## src/rtl/prio_pkg.sv

```systemverilog
// Shared sizing for the hierarchical priority encoder.
// Assumes the group count equals the slice lane count, so that one
// slice can also encode the group-hit flags.
package prio_pkg;
    localparam int LANES = 8;
    localparam int CODE_W = $clog2(LANES);
    localparam int REQ_CNT = LANES * LANES;
    localparam int IDX_W = 2 * CODE_W;
endpackage

```

## src/rtl/prio_slice.sv

```systemverilog
// Cascadable priority encoder slice. All ports are active-low.
// When disabled, it drives an idle code (all ones) and raises no flags.
// When enabled, it either reports the highest active lane, or passes
// the enable downward through en_out_n if no lane is active.
module prio_slice #(
    parameter int LANES = 8,
    parameter int CODE_W = $clog2(LANES)
) (
    input  logic              en_n,
    input  logic [LANES-1:0]  req_n,
    output logic [CODE_W-1:0] code_n,
    output logic              hit_n,
    output logic              en_out_n
);
    logic              any_req;
    logic [CODE_W-1:0] top_pos;

    // Find the highest active lane; later (higher) lanes overwrite earlier ones.
    always_comb begin
        any_req = 1'b0;
        top_pos = '0;
        for (int i = 0; i < LANES; i++) begin
            if (!req_n[i]) begin
                any_req = 1'b1;
                top_pos = CODE_W'(i);
            end
        end
    end

    // Drive the code, group-hit and enable-out from enable and the search result.
    always_comb begin
        code_n   = '1;
        hit_n    = 1'b1;
        en_out_n = 1'b1;
        if (!en_n) begin
            if (any_req) begin
                code_n = ~top_pos;
                hit_n  = 1'b0;
            end else begin
                en_out_n = 1'b0;
            end
        end
    end
endmodule

```

## src/rtl/code_merge.sv

```systemverilog
// Merges active-low codes from several slices into one active-high code.
// Assumes every slice except at most one drives the idle code (all ones).
module code_merge #(
    parameter int SRC = 8,
    parameter int CODE_W = 3
) (
    input  logic [SRC-1:0][CODE_W-1:0] codes_n,
    output logic [CODE_W-1:0]          code
);
    logic [CODE_W-1:0] acc;

    // Bitwise AND of the active-low codes, then invert to active-high.
    always_comb begin
        acc = '1;
        for (int g = 0; g < SRC; g++) begin
            acc &= codes_n[g];
        end
        code = ~acc;
    end
endmodule

```

## src/rtl/prio_enc64.sv

```systemverilog
// 64-request priority encoder built from nine cascadable slices.
// The group slices are chained from the top group down by enable. A ninth
// slice encodes the group-hit flags into the upper index bits. The lower
// bits are merged from the group slices' codes.
// Assumes req_n is active-low. The outputs are combinational.
module prio_enc64
    import prio_pkg::*;
(
    input  logic [REQ_CNT-1:0] req_n,
    output logic [IDX_W-1:0]   index,
    output logic               valid
);
    logic [LANES-1:0]             en_n;
    logic [LANES-1:0]             en_out_n;
    logic [LANES-1:0]             grp_n;
    logic [LANES-1:0][CODE_W-1:0] low_codes_n;
    logic [CODE_W-1:0]            grp_code_n;
    logic                         top_hit_n;
    logic                         top_en_out_n;
    logic [CODE_W-1:0]            low_code;

    // One slice per group; the top group is always enabled.
    for (genvar g = 0; g < LANES; g++) begin : g_grp
        if (g == LANES - 1) begin : g_top
            assign en_n[g] = 1'b0;
        end else begin : g_chain
            assign en_n[g] = en_out_n[g+1];
        end
        prio_slice #(.LANES(LANES), .CODE_W(CODE_W)) u_slice (
            .en_n     (en_n[g]),
            .req_n    (req_n[g*LANES +: LANES]),
            .code_n   (low_codes_n[g]),
            .hit_n    (grp_n[g]),
            .en_out_n (en_out_n[g])
        );
    end

    // The ninth slice turns the group-hit flags into the group number.
    prio_slice #(.LANES(LANES), .CODE_W(CODE_W)) u_grp_slice (
        .en_n     (1'b0),
        .req_n    (grp_n),
        .code_n   (grp_code_n),
        .hit_n    (top_hit_n),
        .en_out_n (top_en_out_n)
    );

    code_merge #(.SRC(LANES), .CODE_W(CODE_W)) u_merge (
        .codes_n (low_codes_n),
        .code    (low_code)
    );

    // Assemble the active-high outputs.
    assign index = {~grp_code_n, low_code};
    assign valid = ~top_hit_n;
endmodule

```

## config.mk

```make
export PLATFORM = sky130hd
export DESIGN_NAME = prio_enc64
export DESIGN_NICKNAME = d
export VERILOG_FILES = /design/src/rtl/prio_pkg.sv /design/src/rtl/prio_slice.sv /design/src/rtl/code_merge.sv /design/src/rtl/prio_enc64.sv
export SDC_FILE = /design/constraint.sdc
export NUM_CORES = 1
export LEC_CHECK = 0
export ABC_AREA = 1
export CORE_UTILIZATION = 38
export DETAILED_ROUTE_END_ITERATION = 16
export PLACE_DENSITY_LB_ADDON = 0.3
export SYNTH_ARGS = -nofsm -noshare
export SYNTH_HDL_FRONTEND = slang
export SYNTH_HIERARCHICAL = 1
export SYNTH_SLANG_ARGS = --single-unit
export TNS_END_PERCENT = 30
```

## constraint.sdc

```tcl
create_clock -name vclk -period 3.4
set_input_delay 0.34 -clock vclk [all_inputs]
set_output_delay 0.34 -clock vclk [all_outputs]
set_load 0.02 [all_outputs]
```

==> results by group <==
Power and ir drop
  • Sw Ratio: 39.3%
  • Power Internal: around 90 uW
  • Sequential group share of total power: 0%
  • Static Leak: 0.935 nW
  • Clock group share of total power: 0%
  • Combinational power share: 100.0%
  • Switch Pwr: 58.0 uW
  • Peak VDD IR: 65.8 uV
  • P per Cell Area: 87.3 nW/um^2

Timing
  • Setup TNS Final: 0 ps
  • Fmax: 336 MHz
  • Hold Vio Cnt, Final: 0
  • Crit path time final: slightly below 3000 ps
  • Pins over their slew limit: 0
  • RSZ-0062 raised after global routing: no
  • WHS: 1570 ps
  • Setup violations, final: 0
  • Tcrit/Tclk final: approximately 87%

Placement
  • I/O Buffers: 71
  • RePlAce Congestion: ~0.79
  • Inst Count DP: 307
  • DP HPWL: around 2400 um
  • Placed cell areas: 1680 um^2

Finish
  • Final Cell Area: 1690 um^2
  • Most frequent cells in the layout: 112 x nand2_1, 65 x clkdlybuf4s50_1, 22 x inv_1, 16 x nor2_2
  • Fraction of layout cells with a size suffix above 1: about 14%
  • Finished Layout Cells: about 300
  • Diodes inserted: 0
  • Seq_cells: 0
  • Number of clock buffers in the layout: 0
  • FF/Latch Area: 0 um^2
  • Area Overhead vs Synth: 90.3%
  • Fillers: 220
  • Nets: 345
  • Multi-input gate area: about 780 um^2
  • Most common cell after layout, fill and taps aside: nand2_1

Floorplan
  • Die area: 2540 um^2
  • Die width: 50.4 um
  • I/O pin count: just over 70
  • Core footprint: approximately 2200 um^2
  • Row cnt: 17
  • Starting Density: between 40% and 50%
  • Die H: between 50 and 60 um

Worst setup path
  • Kind of critical path: primary input to output port
  • Critical path peak fanout: 5
  • Crit end category: output port
  • Worst EP required: approximately 3100 ps
  • Crit path largest cell delay: approximately 480 ps
  • Crit-path most repeated cell: nand2_1
  • Critical path startpoint: req_n[61]
  • Worst path slowest cell: clkdlybuf4s50_1
  • CP Launch Type: primary input
  • Crit path DAT: 2630 ps

Hold path
  • HP Start: req_n[23]
  • Worst Hold Class: primary input to output port

GRT
  • Initial antenna violation count: 0
  • GR Overflow Total: 0
  • Vias in the first global route: 1238
  • Largest net degree at the start of global routing: 6
  • Global-route wire length before repair: 4530 um
  • Overall Global Routing Usage: 21.6%

Status
  • Status: completed

Logic synthesis
  • Synth warnings: 6
  • Avg Cell Area, Syn: 4.40 um^2
  • Post-Synthesis Cells: 202
  • Cell Area, Synth: roughly 890 um^2

Route
  • DRC Markers: 0
  • Avg WL per Cell: 8.72 um
  • Routed Antenna Nets: 0
  • Final WL: 2680 um
  • Drt pass-1 iters: 4
  • Via density: 4.64
  • Initial DRC count: 16
  • Via Count: 1425

Clock tree
  • Post-CTS setup buffer count: 0
  • Hold Buf Count CTS: 0

Job
  • Max-cap violations: 0
routing by layer:
layer  track usage [%]  wire, um  vias up
met2              45.3      1410       44
li1                  -         -      782
met5                 0         0        -
met1              23.5      1100      597
met4              1.39        19        0
met3              2.12       152        2
power groups by stage:
stage | sequential (mW) | combinational [mW] | clock [mW]
3_5_place_dp | 0 | 0.149 | 0
6_report | 0 | 0.148 | 0
5_1_grt | 0 | 0.163 | 0
3_3_place_gp | 0 | 0.146 | 0
2_1_floorplan | 0 | 0.0495 | 0
4_1_cts | 0 | 0.149 | 0
path summary, 6_finish.rpt:
path | endpoint | slack, ps | cells past startpoint
worst min-delay path | index[0] | 1570 | 7
worst max-delay path | index[3] | 430 | 28
worst max-delay path: cells and delay by family:
family	cells	cell delay (ps)
AOI/OAI and AO/OA	1	80
buffers and inverters	11	1300
and+or+nand+nor	16	890
layout make-up:
class,count,share of cell area [%]
multi-input cells,172,45.9
inverters,31,6.88
repair buffers,76,45.2
well taps,28,2.07
metrics by stage:
| stage | power (mW) | util [%] | worst slack, ps |
|---|---|---|---|
| 2_1_floorplan | 0.0495 | - | 898 |
| 3_3_place_gp | 0.146 | 75.7 | 135 |
| 3_5_place_dp | 0.149 | 75.7 | 37.9 |
| 4_1_cts | 0.149 | 75.7 | 42.2 |
| 5_1_grt | 0.163 | 76.4 | 46.3 |
| 6_report | 0.148 | 76.4 | 426 |
timing repair:
action                                  CTS  global route
endpoints found under the setup margin    0             6
hold endpoints to repair                  0             0
gates resized for setup                   0             6
Note: power is estimated with default switching activity, not from simulation.
